===== src/rtl/pwm_pkg.sv =====
package pwm_pkg;
  typedef enum logic [1:0] {
    CNT_HOLD = 2'b00,
    CNT_LOAD = 2'b01,
    CNT_INC  = 2'b10,
    CNT_CLR  = 2'b11
  } cnt_op_e;
endpackage


===== src/rtl/pwm_counter.sv =====
module pwm_counter
  import pwm_pkg::*;
#(
  parameter int unsigned CNT_W = 8
) (
  input  logic             clk_i,
  input  logic             rst_ni,
  input  cnt_op_e          op_i,
  input  logic [CNT_W-1:0] ld_val_i,
  output logic [CNT_W-1:0] cnt_o,
  output logic             at_max_o
);
  logic [CNT_W-1:0] cnt_q;

  always_ff @(posedge clk_i or negedge rst_ni) begin
    if (!rst_ni) begin
      cnt_q <= '0;
    end else begin
      case (op_i)
        CNT_HOLD: cnt_q <= cnt_q;
        CNT_LOAD: cnt_q <= ld_val_i;
        CNT_INC:  cnt_q <= cnt_q + 1'b1;
        default:  cnt_q <= '0;
      endcase
    end
  end

  assign cnt_o    = cnt_q;
  // equality detect marks the last count of a period
  assign at_max_o = (cnt_q == {CNT_W{1'b1}});
endmodule


===== src/rtl/pwm_duty_latch.sv =====
module pwm_duty_latch #(
  parameter int unsigned CNT_W = 8,
  localparam int unsigned DUTY_W = CNT_W + 1
) (
  input  logic              clk_i,
  input  logic              rst_ni,
  input  logic              load_i,
  input  logic [DUTY_W-1:0] duty_i,
  output logic [DUTY_W-1:0] duty_o
);
  localparam logic [DUTY_W-1:0] DUTY_FULL = {1'b1, {CNT_W{1'b0}}};

  logic [DUTY_W-1:0] duty_sat;
  logic [DUTY_W-1:0] duty_q;

  // over-range requests saturate to always-high
  assign duty_sat = (duty_i > DUTY_FULL) ? DUTY_FULL : duty_i;

  always_ff @(posedge clk_i or negedge rst_ni) begin
    if (!rst_ni)     duty_q <= '0;
    else if (load_i) duty_q <= duty_sat;
  end

  assign duty_o = duty_q;
endmodule


===== src/rtl/pwm_cmp_reg.sv =====
module pwm_cmp_reg #(
  parameter int unsigned W = 9
) (
  input  logic         clk_i,
  input  logic         rst_ni,
  input  logic [W-1:0] a_i,
  input  logic [W-1:0] b_i,
  output logic         gt_o
);
  logic gt_d;
  logic gt_q;

  assign gt_d = (a_i > b_i);

  // flop absorbs compare settling transients
  always_ff @(posedge clk_i or negedge rst_ni) begin
    if (!rst_ni) gt_q <= 1'b0;
    else         gt_q <= gt_d;
  end

  assign gt_o = gt_q;
endmodule


===== src/rtl/pwm_gen.sv =====
module pwm_gen
  import pwm_pkg::*;
#(
  parameter int unsigned CNT_W = 8
) (
  input  logic             clk_i,
  input  logic             rst_ni,
  input  logic             en_i,
  input  logic [CNT_W:0]   duty_i,
  output logic             pwm_o,
  output logic [CNT_W-1:0] count_o
);
  localparam int unsigned DUTY_W = CNT_W + 1;

  cnt_op_e           cnt_op;
  logic [CNT_W-1:0]  cnt;
  logic              wrap;
  logic [DUTY_W-1:0] duty_q;
  logic [DUTY_W-1:0] cnt_ext;

  assign cnt_op = en_i ? CNT_INC : CNT_CLR;

  pwm_counter #(.CNT_W(CNT_W)) i_counter (
    .clk_i    (clk_i),
    .rst_ni   (rst_ni),
    .op_i     (cnt_op),
    .ld_val_i ({CNT_W{1'b0}}),
    .cnt_o    (cnt),
    .at_max_o (wrap)
  );

  pwm_duty_latch #(.CNT_W(CNT_W)) i_duty (
    .clk_i  (clk_i),
    .rst_ni (rst_ni),
    .load_i (wrap),
    .duty_i (duty_i),
    .duty_o (duty_q)
  );

  assign cnt_ext = {1'b0, cnt};

  pwm_cmp_reg #(.W(DUTY_W)) i_cmp (
    .clk_i  (clk_i),
    .rst_ni (rst_ni),
    .a_i    (duty_q),
    .b_i    (cnt_ext),
    .gt_o   (pwm_o)
  );

  assign count_o = cnt;
endmodule


===== config.mk =====
export PLATFORM = sky130hd
export DESIGN_NAME = pwm_gen
export DESIGN_NICKNAME = d
export VERILOG_FILES = /design/src/rtl/pwm_pkg.sv /design/src/rtl/pwm_counter.sv /design/src/rtl/pwm_duty_latch.sv /design/src/rtl/pwm_cmp_reg.sv /design/src/rtl/pwm_gen.sv
export SDC_FILE = /design/constraint.sdc
export NUM_CORES = 1
export LEC_CHECK = 0
export ABC_AREA = 1
export BUFFER_PORTS_ARGS = -buffer_cell sky130_fd_sc_hd__buf_2
export CAP_MARGIN = 20
export CORE_MARGIN = 2
export CORE_UTILIZATION = 50
export DETAILED_ROUTE_END_ITERATION = 16
export PLACE_DENSITY = 0.81
export RECOVER_POWER = 50
export SKIP_CTS_REPAIR_TIMING = 1
export SYNTH_ARGS = -nofsm -noshare
export SYNTH_HDL_FRONTEND = slang
export SYNTH_SLANG_ARGS = --single-unit

===== constraint.sdc =====
create_clock -name clk_i -period 3.05 [get_ports clk_i]
set_input_delay 0.1525 -clock clk_i [delete_from_list [all_inputs] [get_ports clk_i]]
set_output_delay 0.1525 -clock clk_i [all_outputs]
set_load 0.02 [all_outputs]

==> flow_summary.json, run 1 <==
{
  "fin_setup_tns_ns": 0,
  "cts_tree": "yes",
  "gp_routability_congestion": 0.8981,
  "synth_edf_count": 0,
  "cp-end-kind": "register",
  "rrSetupSlack_ns": 1.53,
  "clkSlewWorstSetupHoldPaths_ns": 0.10,
  "synth_fp_nets": 149,
  "synth_top_area_cell": "dfrtp_1",
  "required_ns": 3.29,
  "ys_async_sr_fraction": 1.000,
  "yosysMostFrequentCell": "nand2_1",
  "die-area_mm2": 0.002401,
  "htreeDepth": 1,
  "start_util": 0.5213,
  "synthTopCellsByCount": "nand2_1 (37), dfrtp_1 (18), inv_1 (18), nor2_1 (14), nand3_1 (12)",
  "p_leak_nw": 0.5927,
  "power_mw": 0.4296,
  "first_pass_iters": 4,
  "grt_start_max_net_pins": 19,
  "synth_area_mm2": 0.001012,
  "skew_ns": 0.001604,
  "power.density_mw_per_mm2": 364.5,
  "synth_cell_types": 18,
  "grt_pass1_vias": 829,
  "die-height_um": 49.00,
  "seq_area_um2": 450.4,
  "syn_area_per_cell_um2": 7.908,
  "period_needed_ns": 1.521,
  "max_freq_ghz": 0.6576,
  "synth-seq-cells": 18,
  "arrival_ns": 1.76,
  "synth_ff_type": "dfrtp_1",
  "ios": 21,
  "syn_inst": 128,
  "wl_um": 1929,
  "ctsLongestPathBuffers": 2,
  "multi_input_area_um2": 483.0,
  "area_delta_synth_final_pct": 16.44,
  "core_region_area_mm2": 0.001942,
  "insertion_delay_ns": 0.29,
  "overflow": 0,
  "cts_buffers": 3,
  "port_buffers": 20,
  "diodes": 0,
  "placed_area_mm2": 0.001135,
  "period_share": 0.4986,
  "slew_headroom": 0.3715,
  "crit_path_max_fanout": 11,
  "timing_worst_setup_path_type": "reg2reg",
  "finalHoldViolCount": 0,
  "die_x_um": 49.00,
  "final-setup-viol-count": 0,
  "vias": 879,
  "worst_slack_ns": 1.529,
  "final.fill_count": 192,
  "rsz0062_at_grt": "false",
  "drive_gt1_frac": 0.1842,
  "rows": 16,
  "pre_cts_slack_ns": 1.543,
  "ir_drop_uv": 320.6,
  "hold_class": "in2reg",
  "drv_cap": 0,
  "startpoint_type": "register",
  "slowest_delay_ns": 0.42,
  "yosys-top-cells-area": "dfrtp_1 (44%), nand2_1 (14%), ha_1 (11%)",
  "tightest_slew_ns": 0.9428,
  "final_max_slew_viol_count": 0,
  "cpMaxStageDelayCell": "dfrtp_1",
  "grt_use_total": 0.1818,
  "avgRoutedWirePerCell_um": 10.78,
  "post-dp-hpwl_um": 1541,
  "outcome": "finished clean",
  "antenna_found_initial": 0,
  "final_antenna_net_count": 0,
  "grt_pass1_wl_um": 3381,
  "seq_area_frac_synth": 0.4450,
  "via_per_inst": 4.911,
  "fin_area_mm2": 0.001179,
  "yosys_warnings": 0,
  "synth_top_area_share": 0.4450,
  "root_buffer": "clkbuf_4",
  "drt-initial-drc-count": 6,
  "drcViolationCount": 0,
  "clock-sinks": 18,
  "layout.nets": 174,
  "path_cells": "ha_1 > nand2_1 > inv_1 > nand3_2 > inv_1 > nand3_1 > nand2_1"
}
## worst paths after layout
check	startpoint	to	depth (start not counted)
setup / recovery	i_counter.cnt_o[0]	i_duty.duty_o[4]	7
hold / removal	duty_i[6]	i_duty.duty_o[6]	3
setup reg to reg	i_counter.cnt_o[0]	i_duty.duty_o[4]	7
hold reg to reg	i_duty.duty_o[0]	i_duty.duty_o[0]	2
max in group asynchronous	rst_ni	i_duty.duty_o[2]	2
min in group asynchronous	rst_ni	i_counter.cnt_o[4]	2
## cells in the final DEF, fill, tap and decap left out
master / synthesis / routed
dlygate4sd3_1: 0 / 1
nor3_2: 1 / 1
nor2_1: 14 / 14
a21oi_1: 7 / 7
inv_1: 18 / 18
ha_1: 9 / 9
clkbuf_8: 0 / 1
o21ai_0: 3 / 3
clkbuf_1: 0 / 2
nand3_2: 1 / 1
nand4_1: 1 / 1
nand2_1: 37 / 37
or2_2: 1 / 1
nor2_4: 1 / 1
nand2_2: 1 / 1
nand3_1: 12 / 12
nor3_1: 1 / 1
dfrtp_1: 18 / 18
nor2_2: 1 / 1
nand3b_1: 1 / 1
buf_2: 0 / 18
clkbuf_4: 0 / 3
## stage by stage
| stage | utilization | hold WS, ns | instances |
|---|---|---|---|
| floorplan | - | -0.1431 | 128 |
| global placement | 0.5844 | 0.1000 | 174 |
| detailed placement | 0.5844 | 0.1054 | 174 |
| CTS | 0.6031 | -0.2222 | 178 |
| global route | 0.6070 | 0.06086 | 179 |
| finish | 0.6070 | 0.06760 | 179 |
## registers in the layout, indices dropped and copies added, names as in the netlist
name / cells
i_cmp.gt_o: 1
i_duty.duty_o: 9
i_counter.cnt_o: 8
## metal layers
metal	global-route usage	up-vias	routed length [µm]
li1	-	456	-
met1	0.2224	392	891
met2	0.3037	26	902
met3	0.03067	5	93
met4	0.1000	0	42
met5	0	-	0
## layout make-up
cell class | count | area share
Sequential cell | 18 | 0.3822
Inverter | 18 | 0.05732
Clock buffer | 4 | 0.03079
Timing Repair Buffer | 21 | 0.09129
Multi-Input combinational cell | 91 | 0.4098
Tap cell | 27 | 0.02866
## worst max-delay path, delay by kind of cell, from the launching register on
family / cells / cell delay, ns
buf+inv: 2 / 0.36
simple gates: 4 / 0.51
flops: 1 / 0.42
fa+ha+maj: 1 / 0.18
## logic make-up (layout without fill, tap and decap cells)
| logic type | Yosys count | after routing | synth area share |
|---|---|---|---|
| compound gates | 10 | 10 | 0.04944 |
| fa+ha+maj | 9 | 9 | 0.1113 |
| buf+inv | 19 | 43 | 0.07787 |
| flops | 18 | 18 | 0.4450 |
| simple gates | 72 | 72 | 0.3165 |
## power by group
group	internal (mW)	leakage (nW)	switching [mW]	total (mW)
clock	0.0728	0.0210	0.0726	0.145
combinational	0.0139	0.372	0.0236	0.0375
sequential	0.242	0.200	0.00441	0.247
Power figures use the tool's default switching activity.
==> inputs of run 2 (changes only) <==
--- a/config.mk
+++ b/config.mk
@@ -5,7 +5,7 @@
 export SDC_FILE = /design/constraint.sdc
 export NUM_CORES = 1
 export LEC_CHECK = 0
-export ABC_AREA = 1
+export ABC_AREA = 0
 export BUFFER_PORTS_ARGS = -buffer_cell sky130_fd_sc_hd__buf_2
 export CAP_MARGIN = 20
 export CORE_MARGIN = 2
==> constraint.sdc (replaced) <==
create_clock -name clk_i -period 1.53 [get_ports clk_i]
set_input_delay 0.0765 -clock clk_i [delete_from_list [all_inputs] [get_ports clk_i]]
set_output_delay 0.0765 -clock clk_i [all_outputs]
set_load 0.02 [all_outputs]
==> flow_summary.json, run 2 <==
{
  "outcome": "finished clean",
  "skew_ns": 0.001633,
  "first_pass_iters": 4,
  "slew_headroom": 0.3295,
  "required_ns": 1.72,
  "layout_common_cells": "buf_2 (18), inv_1 (16), dfrtp_1 (11)",
  "timing_worst_setup_path_type": "reg2reg",
  "die-area_mm2": 0.002430,
  "crit_path_max_fanout": 2,
  "max_freq_ghz": 0.6789,
  "grt_use_total": 0.2092,
  "antenna_found_initial": 0,
  "overflow": 0,
  "diodes": 0,
  "synth_edf_count": 0,
  "synth_cell_types": 31,
  "hold_class": "in2reg",
  "final_antenna_net_count": 0,
  "synth_top_area_share": 0.4390,
  "syn_inst": 99,
  "layout.nets": 152,
  "slowest_delay_ns": 0.42,
  "post-dp-hpwl_um": 1682,
  "synth_top_area_cell": "dfrtp_1",
  "final_common_cell": "buf_2",
  "htreeDepth": 1,
  "final_cells": 157,
  "synthTopCellsByCount": "dfrtp_1 (18), inv_1 (17), ha_1 (9), o21ai_1 (6)",
  "grt_start_max_net_pins": 19,
  "drive_gt1_frac": 0.3538,
  "yosys-top-cells-area": "dfrtp_1 (44%), ha_1 (11%), inv_1 (6.2%)",
  "port_buffers": 20,
  "reg2reg_depth": 5,
  "vias": 850,
  "final-setup-viol-count": 0,
  "die_x_um": 49.30,
  "ir_drop_uv": 699.9,
  "start_util": 0.5284,
  "gp_routability_congestion": 0.7610,
  "placed_cells": 152,
  "cp-end-kind": "register",
  "final_max_slew_viol_count": 0,
  "cts_tree": "yes",
  "power.density_mw_per_mm2": 639.7,
  "core_region_area_mm2": 0.001942,
  "cts_buffers": 3,
  "synth-seq-cells": 18,
  "largest_register_ff_count": 9,
  "path_depth": 5,
  "synth_ff_type": "dfrtp_1",
  "synth_area_mm2": 0.001026,
  "rows": 16,
  "hold_depth": 3,
  "path_buf_inv": 1,
  "ios": 21,
  "startpoint_type": "register",
  "ctsLongestPathBuffers": 2,
  "syn_area_per_cell_um2": 10.36,
  "clock-sinks": 18,
  "seq_area_frac_synth": 0.4390,
  "drv_cap": 0,
  "cpMaxStageDelayCell": "dfrtp_2",
  "die-height_um": 49.30,
  "yosys_warnings": 0,
  "tightest_slew_ns": 1.006,
  "holdWs_ns": 0.009465,
  "path_cells": "inv_2 > ha_4 > a211o_1 > a221oi_2 > a211oi_1",
  "finalHoldViolCount": 0,
  "root_buffer": "clkbuf_4",
  "clkSlewWorstSetupHoldPaths_ns": 0.10,
  "ys_async_sr_fraction": 1.000,
  "area_delta_synth_final_pct": 26.10,
  "wl_um": 2317,
  "arrival_ns": 1.66,
  "period_needed_ns": 1.473,
  "insertion_delay_ns": 0.30,
  "drt-initial-drc-count": 12,
  "p_leak_nw": 0.5576,
  "synth_fp_nets": 120,
  "avgRoutedWirePerCell_um": 14.76,
  "grt_pass1_vias": 813,
  "final.fill_count": 171,
  "grt_pass1_wl_um": 3746,
  "drcViolationCount": 0,
  "period_share": 0.9627,
  "yosysMostFrequentCell": "dfrtp_1",
  "via_per_inst": 5.414,
  "crit_family": "compound AO/OA/AOI/OAI gates"
}
==> run 2: changes by cell type after synthesis, moves of 2 or more <==
cell	previous run	this run
o41ai_1	0	5
nor2_1	14	5
o21ai_1	0	6
a211oi_1	0	2
xnor2_1	0	3
nand2_1	37	2
nand3_1	12	2
o41ai_2	0	2
or3_1	0	3
a21oi_1	7	3
==> run 2: per-layer routing <==
metal | share of wire | vias up | track usage | wire [µm]
li1 | - | 418 | - | -
met1 | 0.43 | 398 | 0.2704 | 1006
met5 | 0 | - | 0 | 0
met2 | 0.48 | 25 | 0.3311 | 1120
met3 | 0.048 | 9 | 0.03681 | 112
met4 | 0.034 | 0 | 0.1143 | 78
==> run 2: final cells by class <==
type                            count  area (µm²)  area share
Multi-Input combinational cell     61       539.3      0.4168
Sequential cell                    18       459.2      0.3549
Timing Repair Buffer               30       171.4      0.1325
Inverter                           17       63.81     0.04932
Tap cell                           27       33.78     0.02611
Clock buffer                        4       26.28     0.02031
==> run 2: cells by family after synthesis <==
kind of cell    count (synthesis)  synth area share
simple gates                   20            0.1305
fa+ha+maj                       9            0.1098
xor+xnor                        3           0.02561
buf+inv                        20           0.08170
compound gates                 27            0.1927
mux                             2           0.02073
flops                          18            0.4390
==> run 2: final timing paths <==
| kind | from | to | slack [ns] |
|---|---|---|---|
| setup / recovery | i_counter.cnt_o[2] | i_cmp.gt_o | 0.06 |
| setup reg to reg | i_counter.cnt_o[2] | i_cmp.gt_o | 0.06 |
| hold / removal | duty_i[2] | i_duty.duty_o[2] | 0.009 |
| max in group asynchronous | rst_ni | i_counter.cnt_o[2] | 0.41 |
| min in group asynchronous | rst_ni | i_counter.cnt_o[4] | 0.45 |
| hold reg to reg | i_duty.duty_o[3] | i_duty.duty_o[3] | 0.53 |
==> run 2: stage by stage <==
step                        TNS, ns    util  setup slack, ns  power, mW  instance area (µm²)
after detailed placement          0  0.6327          0.01358     0.5778                 1229
after floorplan           -0.008511       -        -0.008511     0.5351                 1047
after global placement            0  0.6327          0.08759     0.5744                 1229
after CTS                         0  0.6463         0.001456     0.8281                 1255
after global routing      -0.005112  0.6662        -0.005112     0.8664                 1294
final                             0  0.6662          0.05706     0.8277                 1294
==> run 2: power breakdown <==
| part | switching [mW] | total [mW] | internal [mW] |
|---|---|---|---|
| clock | 0.153 | 0.255 | 0.102 |
| sequential | 0.00515 | 0.487 | 0.482 |
| combinational | 0.0521 | 0.0851 | 0.0330 |
==> run 2: worst reg2reg max path, cell delays in order (launching register included) <==
cell	delay (ns)
dfrtp_2	0.42
inv_2	0.07
ha_4	0.20
a211o_1	0.28
a221oi_2	0.28
a211oi_1	0.10
